===== src/rtl/irq_pkg.sv =====
package irq_pkg;
  // distance in words between consecutive vector entries
  localparam int unsigned VEC_STRIDE = 2;
  // sources besides the external lines and the reset request
  localparam int unsigned N_INTERNAL = 4;
  // reset request always occupies index 0
  localparam int unsigned IDX_RESET  = 0;
endpackage


===== src/rtl/irq_pending.sv =====
module irq_pending #(
  parameter int unsigned NSRC = 8
) (
  input  logic            clk,
  input  logic            rst,
  input  logic [NSRC-1:0] set_i,
  input  logic [NSRC-1:0] clr_i,
  output logic [NSRC-1:0] pend_o
);

  for (genvar g = 0; g < NSRC; g++) begin : g_flag
    always_ff @(posedge clk) begin
      if (rst) pend_o[g] <= 1'b0;
      else     pend_o[g] <= (pend_o[g] & ~clr_i[g]) | set_i[g];
    end

    AST_PEND_HOLD: assert property (@(posedge clk) disable iff (rst)
      (pend_o[g] && !clr_i[g]) |=> pend_o[g]);
  end

endmodule


===== src/rtl/irq_prio_pick.sv =====
module irq_prio_pick #(
  parameter int unsigned NSRC  = 8,
  parameter int unsigned IDX_W = $clog2(NSRC)
) (
  input  logic             clk,
  input  logic             rst,
  input  logic [NSRC-1:0]  cand_i,
  output logic             found_o,
  output logic [IDX_W-1:0] idx_o,
  output logic [NSRC-1:0]  grant_o
);

  always_comb begin
    found_o = 1'b0;
    idx_o   = '0;
    for (int i = NSRC - 1; i >= 0; i--) begin
      if (cand_i[i]) begin
        found_o = 1'b1;
        idx_o   = IDX_W'(i);
      end
    end
  end

  assign grant_o = found_o ? (NSRC'(1) << idx_o) : '0;

  AST_GRANT_IS_CAND: assert property (@(posedge clk) disable iff (rst)
    (|grant_o) |-> (|(grant_o & cand_i)));
  AST_NO_HIGHER_CAND: assert property (@(posedge clk) disable iff (rst)
    (|grant_o) |-> (((grant_o - NSRC'(1)) & cand_i) == '0));

endmodule


===== src/rtl/irq_gie_ctrl.sv =====
module irq_gie_ctrl (
  input  logic clk,
  input  logic rst,
  input  logic set_i,
  input  logic clr_i,
  input  logic take_i,
  output logic gie_o
);

  always_ff @(posedge clk) begin
    if (rst)         gie_o <= 1'b0;
    else if (take_i) gie_o <= 1'b0;
    else if (set_i)  gie_o <= 1'b1;
    else if (clr_i)  gie_o <= 1'b0;
  end

  AST_GIE_SET_WINS: assert property (@(posedge clk) disable iff (rst)
    (set_i && !take_i) |=> gie_o);
  AST_GIE_TAKE_CLR: assert property (@(posedge clk) disable iff (rst)
    take_i |=> !gie_o);

endmodule


===== src/rtl/irq_prio_ctrl.sv =====
module irq_prio_ctrl #(
  parameter int unsigned NUM_EXT  = 3,
  parameter int unsigned VEC_W    = 16,
  parameter int unsigned VEC_BASE = 0,
  localparam int unsigned NSRC    = NUM_EXT + irq_pkg::N_INTERNAL + 1,
  localparam int unsigned NMASK   = NUM_EXT + 3
) (
  input  logic               clk,
  input  logic               rst,
  input  logic               rst_irq,
  input  logic [NUM_EXT-1:0] ext_irq,
  input  logic               trap_irq,
  input  logic               tmr_irq,
  input  logic               srx_irq,
  input  logic               stx_irq,
  input  logic [NMASK-1:0]   irq_mask,
  input  logic               gie_set,
  input  logic               gie_clr,
  input  logic               insn_end,
  input  logic               bus_ready,
  input  logic               rpt_busy,
  output logic               take_o,
  output logic [VEC_W-1:0]   vector_o,
  output logic [NSRC-1:0]    ack_o,
  output logic               gie_o
);

  localparam int unsigned IDX_W    = $clog2(NSRC);
  localparam int unsigned IDX_TRAP = NUM_EXT + 1;
  localparam logic [NSRC-1:0] RST_ONLY = NSRC'(1) << irq_pkg::IDX_RESET;
  localparam logic [NSRC-1:0] MASKABLE = ~(RST_ONLY | (NSRC'(1) << IDX_TRAP));
  localparam logic [VEC_W-1:0] BASE_V  = VEC_W'(VEC_BASE);

  logic [NSRC-1:0]  req;
  logic [NSRC-1:0]  pend;
  logic [NSRC-1:0]  allow;
  logic [NSRC-1:0]  cand;
  logic [NSRC-1:0]  grant;
  logic [IDX_W-1:0] pick_idx;
  logic             found;
  logic             boundary;
  logic [VEC_W-1:0] vec_next;

  assign req = {stx_irq, srx_irq, tmr_irq, trap_irq, ext_irq, rst_irq};

  // instruction is fully retired: no wait state, no pending repeat
  assign boundary = insn_end & bus_ready & ~rpt_busy;

  for (genvar g = 0; g < NSRC; g++) begin : g_allow
    if (g == irq_pkg::IDX_RESET || g == IDX_TRAP) begin : g_nmi
      assign allow[g] = 1'b1;
    end else if (g <= NUM_EXT) begin : g_ext
      assign allow[g] = irq_mask[g-1] & gie_o;
    end else begin : g_int
      assign allow[g] = irq_mask[g-2] & gie_o;
    end
  end

  assign cand = pend & allow & (boundary ? {NSRC{1'b1}} : RST_ONLY);

  irq_pending #(.NSRC(NSRC)) u_pend (
    .clk    (clk),
    .rst    (rst),
    .set_i  (req),
    .clr_i  (grant),
    .pend_o (pend)
  );

  irq_prio_pick #(.NSRC(NSRC), .IDX_W(IDX_W)) u_pick (
    .clk     (clk),
    .rst     (rst),
    .cand_i  (cand),
    .found_o (found),
    .idx_o   (pick_idx),
    .grant_o (grant)
  );

  irq_gie_ctrl u_gie (
    .clk    (clk),
    .rst    (rst),
    .set_i  (gie_set),
    .clr_i  (gie_clr),
    .take_i (found),
    .gie_o  (gie_o)
  );

  assign vec_next = BASE_V + VEC_W'(pick_idx) * VEC_W'(irq_pkg::VEC_STRIDE);

  always_ff @(posedge clk) begin
    if (rst) begin
      take_o   <= 1'b0;
      ack_o    <= '0;
      vector_o <= '0;
    end else begin
      take_o <= found;
      ack_o  <= grant;
      if (found) vector_o <= vec_next;
    end
  end

  AST_TAKE_AT_BOUNDARY: assert property (@(posedge clk) disable iff (rst)
    (take_o && !ack_o[irq_pkg::IDX_RESET]) |-> $past(boundary));
  AST_MASKED_NEEDS_GIE: assert property (@(posedge clk) disable iff (rst)
    (take_o && (|(ack_o & MASKABLE))) |-> $past(gie_o));
  AST_TAKE_DROPS_GIE: assert property (@(posedge clk) disable iff (rst)
    take_o |-> !gie_o);
  AST_ACK_ONEHOT: assert property (@(posedge clk) disable iff (rst)
    take_o |-> $onehot(ack_o));
  AST_ACK_IDLE: assert property (@(posedge clk) disable iff (rst)
    !take_o |-> (ack_o == '0));
  AST_VEC_STABLE: assert property (@(posedge clk) disable iff (rst)
    (!take_o && !$past(rst)) |-> $stable(vector_o));

endmodule


===== config.mk =====
export PLATFORM = sky130hd
export DESIGN_NAME = irq_prio_ctrl
export DESIGN_NICKNAME = d
export VERILOG_FILES = /design/src/rtl/irq_pkg.sv /design/src/rtl/irq_pending.sv /design/src/rtl/irq_prio_pick.sv /design/src/rtl/irq_gie_ctrl.sv /design/src/rtl/irq_prio_ctrl.sv
export SDC_FILE = /design/constraint.sdc
export NUM_CORES = 1
export LEC_CHECK = 0
export ABC_AREA = 1
export BUFFER_PORTS_ARGS = -buffer_cell sky130_fd_sc_hd__buf_2
export CAP_MARGIN = 20
export CORE_MARGIN = 8
export CORE_UTILIZATION = 45
export CTS_CLUSTER_DIAMETER = 150
export DETAILED_ROUTE_END_ITERATION = 16
export PLACE_DENSITY = 0.83
export SLEW_MARGIN = 20
export SYNTH_ARGS = -nofsm -noshare
export SYNTH_HDL_FRONTEND = slang
export SYNTH_HIERARCHICAL = 1
export SYNTH_SLANG_ARGS = --single-unit
export TNS_END_PERCENT = 10

===== constraint.sdc =====
create_clock -name clk -period 2.79 [get_ports clk]
set_input_delay 0.558 -clock clk [delete_from_list [all_inputs] [get_ports clk]]
set_output_delay 0.558 -clock clk [all_outputs]
set_load 0.01 [all_outputs]

==> reports/metrics.csv, run 1 <==
stage,metric,value,unit
pwr,Cell Int Power,0.404,mW
clocking,H-tree depth,1,
logic_synthesis,Yosys cell types,20,
worst_setup_path,CP cell instances,nand3_1 -> nor2_1 -> nand2_1 -> nand2_1 -> nand2_1 -> nand2_2 -> nand2_4 -> nand2_4 -> nand3_2 -> nor2_1 -> inv_1 -> nand2_1 -> a21oi_2,
clocking,CTS Hold Bufs,0,
run_status,outcome,completed,
sta,unrepaired setup endpoints after global routing,no,
logic_synthesis,Mapped Avg Cell Area,7.07,µm²
pwr,switch share,27.3,%
pwr,total power,0.555,mW
clocking,clock-pin transition on the worst setup and hold timing paths,0.11,ns
cells_and_area,nets,221,
grt,vias in the first global route,877,
sta,Min Hold Slack,0.475,ns
grt,GRT overflow,0,
place,dpl cells,225,
run,# Max-Cap Violations,0,
worst_setup_path,CP endpoint kind,register,
drt,DRC Markers,0,
floorplanning,io pins,47,
drt,drt first pass iters,2,
clocking,post-CTS sizing,0,
floorplanning,die height,67.1,µm
clocking,Max clock buf depth,2,
pwr,Peak VDD IR,0.303,mV
cells_and_area,Layout area overhead,12.9,%
logic_synthesis,#FFs+latches synth,21,
pwr,sw power,0.152,mW
drt,Detailed Route WL,2150,µm
floorplanning,Core Rows,18,
clocking,Clock Latency Late Sink,0.30,ns
worst_hold_path,worst hold path type,reg -> reg,
worst_setup_path,CP Data Required Time,2.98,ns
clocking,clock tree sinks,21,
place,DP HPWL,1810,µm
worst_setup_path,CP Max Fanout,8,
clocking,CTS tree,yes,
sta,Final Hold Fails,0,
floorplanning,die area,0.00450,mm²
grt,overall routing resource usage,10.2,%
worst_setup_path,crit path DAT,1.90,ns
logic_synthesis,synth warn,6,
worst_setup_path,slowest CP cell,dfxtp_1,
pwr,LEAKAGE,0.709,nW
pwr,power per cell area,419,mW/mm²
worst_setup_path,R2R cell count,13,
grt,first-pass GRT wire length,3550,µm
cells_and_area,fin util,53.5,%
place,port bufs,33,
pwr,Gate power share,15.5,%
clocking,Num CTS Buffers,3,
worst_setup_path,Critical Path Max Stage Delay,0.49,ns
cells_and_area,fillers,264,
drt,1st-iter DRT viols,30,
place,Placer Congestion,0.821,
floorplanning,Die W,67.1,µm
worst_setup_path,FF-to-FF Start,u_gie/gie_o$_SDFFE_PP0P_,
worst_setup_path,kind of critical path,reg -> reg,
grt,pin count of the biggest net entering global routing,20,
logic_synthesis,post-synthesis sequential area ratio,35.8,%
drt,detailed-route vias per instance,4.04,
clocking,post-CTS setup buffers,0,
worst_setup_path,Crit path top cell by count,nand2_1,
sta,final setup fails,0,
worst_setup_path,CP startpoint kind,register,
sta,Final Skew,0.000800,ns
worst_hold_path,Hold EP,u_pend/pend_o[6]$_SDFF_PP0_,
grt,initial antenna violation count,0,
floorplanning,Core Box Area,0.00248,mm²
clocking,Root Driver,clkbuf_4,
cells_and_area,layout cell share with drive strength beyond 1,34.2,%
sta,final worst-path cycle share,61.1,%
drt,DRT antenna net count,0,
sta,count of final max-slew check failures,0,
worst_setup_path,reg2reg end,u_pend/pend_o[5]$_SDFF_PP0_,
worst_hold_path,Hold Startpoint,u_pend/pend_o[6]$_SDFF_PP0_,
cells_and_area,# diodes,0,
floorplanning,Starting Density,47.4,%
pwr,Sequential Power Share,58.2,%
cells_and_area,Finished Layout Cells,229,
drt,wire length per cell,9.40,µm
sta,Fmax,0.587,GHz
sta,Final min period,1.70,ns
logic_synthesis,cells after synthesis,166,
logic_synthesis,Mapped Area,0.00117,mm²
drt,vias post-DR,926,
worst_setup_path,Reg2Reg Setup Slack,1.09,ns
worst_hold_path,WHS Path Cells,2,
pwr,clock power share,26.3,%
sta,Setup TNS,0,ns
sequential cells by signal, summed over array words and instances (netlist names):
name / cells
ack_o: 8
take_o: 1
u_gie/gie_o: 1
u_pend/pend_o: 8
vector_o: 3
worst max path at each step:
stage,startpoint,end,slack (ns),cells past startpoint
2_1_floorplan,rpt_busy,u_pend/pend_o[4]$_SDFF_PP0_,1.12,16
3_3_place_gp,rpt_busy,u_pend/pend_o[5]$_SDFF_PP0_,0.86,13
3_5_place_dp,rpt_busy,u_pend/pend_o[5]$_SDFF_PP0_,0.81,15
4_1_cts,u_gie/gie_o$_SDFFE_PP0P_,u_pend/pend_o[5]$_SDFF_PP0_,1.07,13
5_1_grt,u_gie/gie_o$_SDFFE_PP0P_,u_pend/pend_o[1]$_SDFF_PP0_,0.82,13
6_report,u_gie/gie_o$_SDFFE_PP0P_,u_pend/pend_o[5]$_SDFF_PP0_,1.09,13
cell usage in the layout (no fill, tap or decap), types with 3 or more instances in the layout:
cell and instances:
nor2_2 4, inv_1 41, inv_2 5, conb_1 13, clkbuf_4 3, nand2_4 4
nand3_1 10, nand2_2 4, nor2_1 25, a21oi_2 9, nand2_1 19, dfxtp_1 21
buf_2 33
logic make-up (layout without fill, tap and decap cells):
kind of cell | after synthesis | in the layout | share of synthesized area (%)
AND/OR/NAND/NOR | 70 | 70 | 29.5
buffers and inverters | 64 | 85 | 27.2
flip-flops | 21 | 21 | 35.8
AO/OA/AOI/OAI | 10 | 10 | 7.14
other | 1 | 13 | 0.320
layout make-up:
| type | instances | area (µm²) | area share, % |
|---|---|---|---|
| clock inverters | 1 | 5.00 | 0.378 |
| inverters | 48 | 195 | 14.7 |
| repair buffers | 33 | 165 | 12.5 |
| well taps | 30 | 37.5 | 2.83 |
| flip-flops and latches | 21 | 420 | 31.7 |
| multi-input cells | 93 | 479 | 36.2 |
| clock buffers | 3 | 22.5 | 1.70 |
critical path, delay by kind of cell (launching register included):
family	cells	cell delay, ns
AND/OR/NAND/NOR	11	0.99
flip-flops	1	0.49
buffers and inverters	1	0.07
AO/OA/AOI/OAI	1	0.05
synthesized netlist by cell type:
cell type / number / share of area [%]
inv_1: 41 / 13
nor2_1: 25 / 8.0
dfxtp_1: 21 / 36
nand2_1: 19 / 6.1
buf_4: 13 / 8.3
nand3_1: 10 / 4.3
a21oi_2: 9 / 6.7
inv_2: 5 / 1.6
nand2_2: 4 / 2.1
nand2_4: 4 / 3.8
nor2_2: 4 / 2.1
buf_6: 2 / 1.9
nand3_2: 2 / 1.7
bufinv_8: 1 / 1.5
clkbuf_1: 1 / 0.32
clkinv_2: 1 / 0.43
conb_1: 1 / 0.32
nor3_2: 1 / 0.85
o21ai_1: 1 / 0.43
or2_1: 1 / 0.53
stage by stage:
step           cell area, µm²  worst slack (ns)
6_report                 1330              1.09
5_1_grt                  1330             0.822
4_1_cts                  1330              1.07
3_5_place_dp             1300             0.811
3_3_place_gp             1300             0.857
2_1_floorplan            1220              1.12
per-layer routing:
metal / global-route usage, % / wire length (µm) / vias to the layer above
li1: - / - / 512
met1: 11.6 / 949 / 377
met2: 15.8 / 933 / 33
met3: 5.20 / 240 / 4
met4: 3.92 / 29 / 0
met5: 0 / 0 / -
power groups by stage:
stage          Sequential [mW]  Combinational [mW]  Clock (mW)
6_report                 0.323              0.0860       0.146
5_1_grt                  0.326              0.0983       0.166
3_5_place_dp             0.330              0.0866           0
4_1_cts                  0.324              0.0868       0.155
3_3_place_gp             0.330              0.0858           0
2_1_floorplan            0.332              0.0735           0
Power figures use the tool's default switching activity.
==> run 2, diff against run 1 <==
CORE_UTILIZATION = 43   (was 45)
clock period = 1.5 ns   (was 2.79 ns; I/O delays follow)
==> run 2 against run 1 <==
The flow now finishes with violations (setup timing). Critical path depth fell by 2. Register-to-register slack worse by 1.2 ns. Maximum frequency grew 4.7%. Combinational power rose by 110%. Total power is 88% higher. Clock skew grew 0.00064 ns. Non-clock buffer count is 6 higher. Setup slack worse by 1.2 ns. Sequential cell count did not move. Sequential share of layout area down 2.2 points. Clock power is 82% higher. Largest power group unchanged.
==> reports/metrics.csv, run 2 (same netlist as run 1, synthesis figures left out) <==
stage,metric,value,unit,change
worst_setup_path,CP Max Fanout,7,,-1
cells_and_area,# diodes,0,,unchanged
drt,vias post-DR,962,,+3.9%
drt,DRC Markers,0,,unchanged
sta,final setup fails,10,,+10
cells_and_area,Finished Layout Cells,236,,+3.1%
floorplanning,die area,0.00466,mm²,+3.5%
cells_and_area,fin util,53.9,%,+0.42 points
place,dpl ws,-0.183,ns,-0.994 ns
worst_setup_path,FF-to-FF Start,u_gie/gie_o$_SDFFE_PP0P_,,
sta,count of final max-slew check failures,0,,unchanged
place,DP HPWL,1830,µm,+1.1%
worst_setup_path,Reg2Reg Setup Slack,-0.13,ns,-1.21 ns
cells_and_area,"leading cell type in the layout, fill and taps excluded",inv_1,,
pwr,sw power,0.282,mW,+86%
pwr,clock power share,25.4,%,-0.9 points
drt,drt first pass iters,4,,+2
floorplanning,die height,68.2,µm,+1.8%
floorplanning,Core Box Area,0.00266,mm²,+7.5%
clocking,H-tree depth,1,,unchanged
grt,vias in the first global route,869,,-0.91%
cells_and_area,Largest regs,"ack_o (8), u_pend/pend_o (8), vector_o (3)",,
clocking,Num CTS Buffers,3,,unchanged
floorplanning,Core Rows,19,,+1
drt,DRT antenna net count,0,,unchanged
pwr,Cell Int Power,0.763,mW,+89%
sta,Final min period,1.63,ns,-0.0767 ns
sta,Setup TNS,-0.712,ns,-0.712 ns
pwr,Peak VDD IR,0.608,mV,+100%
grt,overall routing resource usage,9.84,%,-0.33 points
clocking,clock tree sinks,21,,unchanged
run,# Max-Cap Violations,0,,unchanged
pwr,LEAKAGE,0.767,nW,+8.2%
clocking,CTS tree,yes,,
worst_setup_path,kind of critical path,reg -> reg,,
floorplanning,io pins,47,,unchanged
drt,wire length per cell,10.1,µm,+7.1%
clocking,Max clock buf depth,2,,unchanged
clocking,clock-pin transition on the worst setup and hold timing paths,0.11,ns,about the same
pwr,Gate power share,17.0,%,+1.5 points
worst_setup_path,CP startpoint kind,register,,
cells_and_area,fillers,266,,+0.76%
worst_setup_path,crit path to,u_pend/pend_o[5]$_SDFF_PP0_,,
worst_setup_path,reg2reg end,u_pend/pend_o[5]$_SDFF_PP0_,,
floorplanning,Starting Density,44.1,%,-3.3 points
grt,GRT overflow,0,,unchanged
worst_setup_path,crit path DAT,1.82,ns,-0.08 ns
run_status,outcome,"complete, but fails checks",,
sta,Fmax,0.615,GHz,+4.7%
clocking,Clock Latency Late Sink,0.30,ns,about the same
grt,first-pass GRT wire length,3530,µm,-0.59%
place,Placer Congestion,0.893,,+8.9%
cells_and_area,Layout area overhead,22.3,%,
cells_and_area,layout cell share with drive strength beyond 1,41.0,%,+6.8 points
worst_setup_path,CP endpoint kind,register,,
grt,pin count of the biggest net entering global routing,14,,-30%
worst_setup_path,R2R cell count,11,,-2
drt,Detailed Route WL,2380,µm,+10%
drt,detailed-route vias per instance,4.08,,+0.81%
sta,unrepaired setup endpoints after global routing,yes,,
worst_hold_path,worst hold path type,in -> reg,,
pwr,switch share,27.0,%,-0.33 points
pwr,power per cell area,728,mW/mm²,+74%
clocking,Root Driver,clkbuf_4,,
sta,Final Hold Fails,0,,unchanged
worst_setup_path,CP Data Required Time,1.69,ns,-1.29 ns
cells_and_area,nets,227,,+2.7%
floorplanning,Die W,68.2,µm,+1.8%
sta,final worst slack,-0.127,ns,-1.21 ns
sta,Min Hold Slack,0.222,ns,-0.253 ns
pwr,Sequential Power Share,57.5,%,-0.7 points
place,dpl cells,231,,+2.7%
grt,initial antenna violation count,0,,unchanged
place,port bufs,33,,unchanged
run_status,violated checks,setup timing,,
worst_setup_path,beginning of the critical path,u_gie/gie_o$_SDFFE_PP0P_,,
sta,Final Skew,0.00144,ns,+0.000639 ns
sta,final worst-path cycle share,108,%,+47 points
cells_and_area,"leading cell types in the layout, fill and taps excluded","41 x inv_1, 33 x buf_2, 20 x dfxtp_1",,
drt,1st-iter DRT viols,9,,-70%
## run 2: how the worst min path moves through the flow
stage,from,endpoint,slack (ns),cells past startpoint
floorplan,gie_set,u_gie/gie_o$_SDFFE_PP0P_,0.44,2
global placement,u_pend/pend_o[6]$_SDFF_PP0_,u_pend/pend_o[6]$_SDFF_PP0_,0.46,2
detailed placement,u_pend/pend_o[7]$_SDFF_PP0_,u_pend/pend_o[7]$_SDFF_PP0_,0.46,2
CTS,gie_set,u_gie/gie_o$_SDFFE_PP0P_,0.22,3
finish,gie_set,u_gie/gie_o$_SDFFE_PP0P_,0.22,3
global route,gie_set,u_gie/gie_o$_SDFFE_PP0P_,0.20,3
## run 2: cell type report
class | count | area, µm² | area share, %
Inverter | 48 | 195 | 13.6
Tap cell | 31 | 38.8 | 2.70
Timing Repair Buffer | 39 | 210 | 14.6
Clock buffer | 4 | 26.3 | 1.83
Multi-Input combinational cell | 93 | 541 | 37.7
Sequential cell | 21 | 424 | 29.6
## run 2: critical path: stages, from the launching register on
cell,delay [ns]
dfxtp_4,0.39
nand3_1,0.08
nor2_2,0.05
buf_4,0.13
o21ai_1,0.17
nand3_1,0.15
nand2_4,0.14
nand3_4,0.11
nor2_4,0.12
inv_1,0.05
nand2_1,0.07
a21oi_2,0.05
## run 2: power by group through the flow
stage	clock network (mW)	registers, mW	logic [mW]
2_1_floorplan	0	0.618	0.137
3_3_place_gp	0	0.614	0.166
3_5_place_dp	0	0.614	0.168
4_1_cts	0.274	0.601	0.169
5_1_grt	0.304	0.605	0.201
6_report	0.266	0.601	0.178
## run 2: timing repair
action                                  4_1_cts  5_1_grt
buffers inserted                              0        1
hold buffers                                  0        0
endpoints found under the setup margin        8       19
resized for setup                             3       14
endpoints found under the hold margin         0        0
pin swaps                                     1        3
## run 2: routing by layer
metal,vias to the layer above,part of all wire [%],GRT usage (%)
li1,523,-,-
met1,405,39,10.1
met2,30,48,16.4
met3,4,11,4.58
met4,0,1.6,5.37
met5,-,0,0
## run 2: through the flow
stage	cell area, µm²	power, mW
after floorplan	1220	0.755
after global placement	1340	0.780
after detailed placement	1340	0.783
after CTS	1370	1.04
after global routing	1440	1.11
final	1440	1.05
==> run 3, diff against run 2 <==
GPL_ROUTABILITY_DRIVEN = 1   (was not set)
GPL_TIMING_DRIVEN = 0   (was not set)
==> run 3 against run 2 <==
Sequential share of layout area shrank 1.2 points. Global-route usage up 0.40 points. Highest routed layer unchanged. Die area did not move. The flow still finishes with violations (setup timing). Maximum frequency is 6.0% higher. Setup slack better by 0.092 ns. Combinational power is 13% higher. Clock skew grew 0.0012 ns. Non-clock buffer count grew 12.
==> reports/metrics.csv, run 3 (same netlist as run 1, synthesis figures left out) <==
stage,metric,value,unit,change
cells_and_area,nets,239,,+5.3%
clocking,H-tree depth,1,,unchanged
drt,wire length per cell,9.06,µm,-10%
cells_and_area,Finished Layout Cells,248,,+5.1%
cells_and_area,layout cell share with drive strength beyond 1,42.4,%,+1.4 points
clocking,clock-pin transition on the worst setup and hold timing paths,0.11,ns,about the same
pwr,power per cell area,713,mW/mm²,-2.1%
floorplanning,Starting Density,44.1,%,unchanged
place,Post-DP Area,0.00142,mm²,+6.5%
drt,DRT antenna net count,0,,unchanged
floorplanning,io pins,47,,unchanged
sta,Fmax,0.652,GHz,+6.0%
sta,Setup TNS,-0.0527,ns,+0.659 ns
grt,overall routing resource usage,10.2,%,+0.40 points
sta,Final min period,1.53,ns,-0.0924 ns
clocking,Num CTS Buffers,3,,unchanged
worst_setup_path,Levels on crit path,13,,+2
drt,drt first pass iters,4,,unchanged
worst_setup_path,CP endpoint kind,register,,
clocking,Root Driver,clkbuf_4,,
run_status,violated checks,setup timing,,
worst_setup_path,R2R cell count,13,,+2
worst_setup_path,Crit path top cell by count,nand2_1,,
sta,Final Hold Fails,0,,unchanged
floorplanning,die height,68.2,µm,unchanged
grt,pin count of the biggest net entering global routing,12,,-2
floorplanning,die area,0.00466,mm²,unchanged
pwr,total power,1.07,mW,+2.0%
sta,final worst-path cycle share,102,%,-6.2 points
worst_setup_path,kind of critical path,reg -> reg,,
drt,1st-iter DRT viols,4,,-5
sta,unrepaired setup endpoints after global routing,yes,,
pwr,LEAKAGE,0.801,nW,+4.4%
worst_setup_path,Critical Path Max Stage Delay,0.40,ns,about the same
worst_setup_path,CP startpoint kind,register,,
grt,first-pass GRT wire length,3660,µm,+3.7%
floorplanning,Core Rows,19,,unchanged
place,port bufs,33,,unchanged
sta,Final Skew,0.00267,ns,+0.00123 ns
cells_and_area,Largest regs,"ack_o (8), u_pend/pend_o (8), vector_o (3)",,
cells_and_area,"leading cell types in the layout, fill and taps excluded","40 x inv_1, 33 x buf_2, 20 x nor2_1, 20 x dfxtp_1, 18 x nand2_1",,
drt,Detailed Route WL,2250,µm,-5.4%
place,Placer Congestion,0.830,,-7.1%
run,# Max-Cap Violations,0,,unchanged
drt,vias post-DR,994,,+3.3%
cells_and_area,"leading cell type in the layout, fill and taps excluded",inv_1,,
run_status,outcome,"complete, but fails checks",,
sta,final setup fails,2,,-8
sta,final worst slack,-0.0344,ns,+0.0924 ns
worst_hold_path,WHS Path Cells,3,,unchanged
worst_setup_path,CP Max Fanout,7,,unchanged
worst_setup_path,crit path DAT,1.74,ns,-0.08 ns
clocking,clock tree sinks,21,,unchanged
worst_setup_path,CP Data Required Time,1.70,ns,about the same
grt,GRT overflow,0,,unchanged
worst_setup_path,CP cell instances,nand3_1 -> nor2_2 -> nand2_1 -> nand2_1 -> nand2_1 -> nand2_2 -> nand2_4 -> nand2_4 -> nand3_4 -> nor2_2 -> inv_1 -> nand2_1 -> a21oi_2,,
grt,vias in the first global route,915,,+5.3%
grt,initial antenna violation count,0,,unchanged
drt,detailed-route vias per instance,4.01,,-1.7%
worst_setup_path,Buf/Inv on CP,1,,-1
pwr,Peak VDD IR,0.534,mV,-12%
drt,DRC Markers,0,,unchanged
place,DP HPWL,1920,µm,+5.2%
worst_setup_path,"delay-heaviest family, CP",simple AND/OR/NAND/NOR gates,,
clocking,Clock Latency Late Sink,0.29,ns,about the same
sta,count of final max-slew check failures,0,,unchanged
cells_and_area,fillers,258,,-3.0%
cells_and_area,Layout area overhead,27.4,%,
clocking,Max clock buf depth,2,,unchanged
clocking,CTS Hold Bufs,0,,unchanged
floorplanning,Core Box Area,0.00266,mm²,unchanged
worst_setup_path,slowest CP cell,dfxtp_4,,
place,dpl cells,242,,+4.8%
clocking,CTS tree,yes,,
cells_and_area,design area,0.00150,mm²,+4.2%
worst_hold_path,worst hold path type,in -> reg,,
cells_and_area,# diodes,0,,unchanged
floorplanning,Die W,68.2,µm,unchanged
run 3: layout make-up:
class	count	area, µm²	area share [%]
Multi-Input combinational cell	93	507	33.9
Inverter	48	195	13.1
Tap cell	31	38.8	2.59
Timing Repair Buffer	35	180	12.1
Sequential cell	21	424	28.4
Buffer	16	124	8.28
Clock buffer	4	26.3	1.76
run 3: what timing repair did:
action                                  in CTS  in global routing
resized for setup                            3                  7
buffers inserted                             1                  1
endpoints found under the setup margin       7                 18
pin swaps                                    1                  3
run 3: tightest hold or removal path, delay by kind of cell:
family / cells / cell delay, ns
AO/OA/AOI/OAI: 1 / 0.05
buffers and inverters: 2 / 0.15
run 3: worst paths after layout:
path / to / slack, ns / start
worst max-delay path: u_pend/pend_o[5]$_SDFF_PP0_ / -0.03 / u_gie/gie_o$_SDFFE_PP0P_
worst max register to register: u_pend/pend_o[5]$_SDFF_PP0_ / -0.03 / u_gie/gie_o$_SDFFE_PP0P_
worst min-delay path: u_gie/gie_o$_SDFFE_PP0P_ / 0.23 / gie_set
worst min register to register: vector_o[1]$_SDFFE_PP0P_ / 0.48 / vector_o[1]$_SDFFE_PP0P_
run 3: layer usage:
layer | track usage (%) | vias up | part of all wire (%)
met4 | 5.88 | 0 | 2.4
met2 | 17.6 | 35 | 48
li1 | - | 548 | -
met5 | 0 | - | 0
met3 | 4.75 | 6 | 12
met1 | 9.97 | 405 | 38
run 3: stage by stage:
| step | util, % | hold slack, ns | setup slack [ns] |
|---|---|---|---|
| 6_report | 56.2 | 0.227 | -0.0344 |
| 5_1_grt | 56.2 | 0.226 | -0.124 |
| 4_1_cts | 55.0 | 0.219 | -0.0239 |
| 3_5_place_dp | 53.5 | 0.460 | -0.212 |
| 3_3_place_gp | 53.5 | 0.457 | -0.170 |
| 2_1_floorplan | - | 0.435 | 0.0765 |
run 3: power by group:
part	switching (mW)	internal, mW	total (mW)
Combinational	0.105	0.0969	0.202
Sequential	0.0161	0.585	0.601
Clock	0.159	0.104	0.263
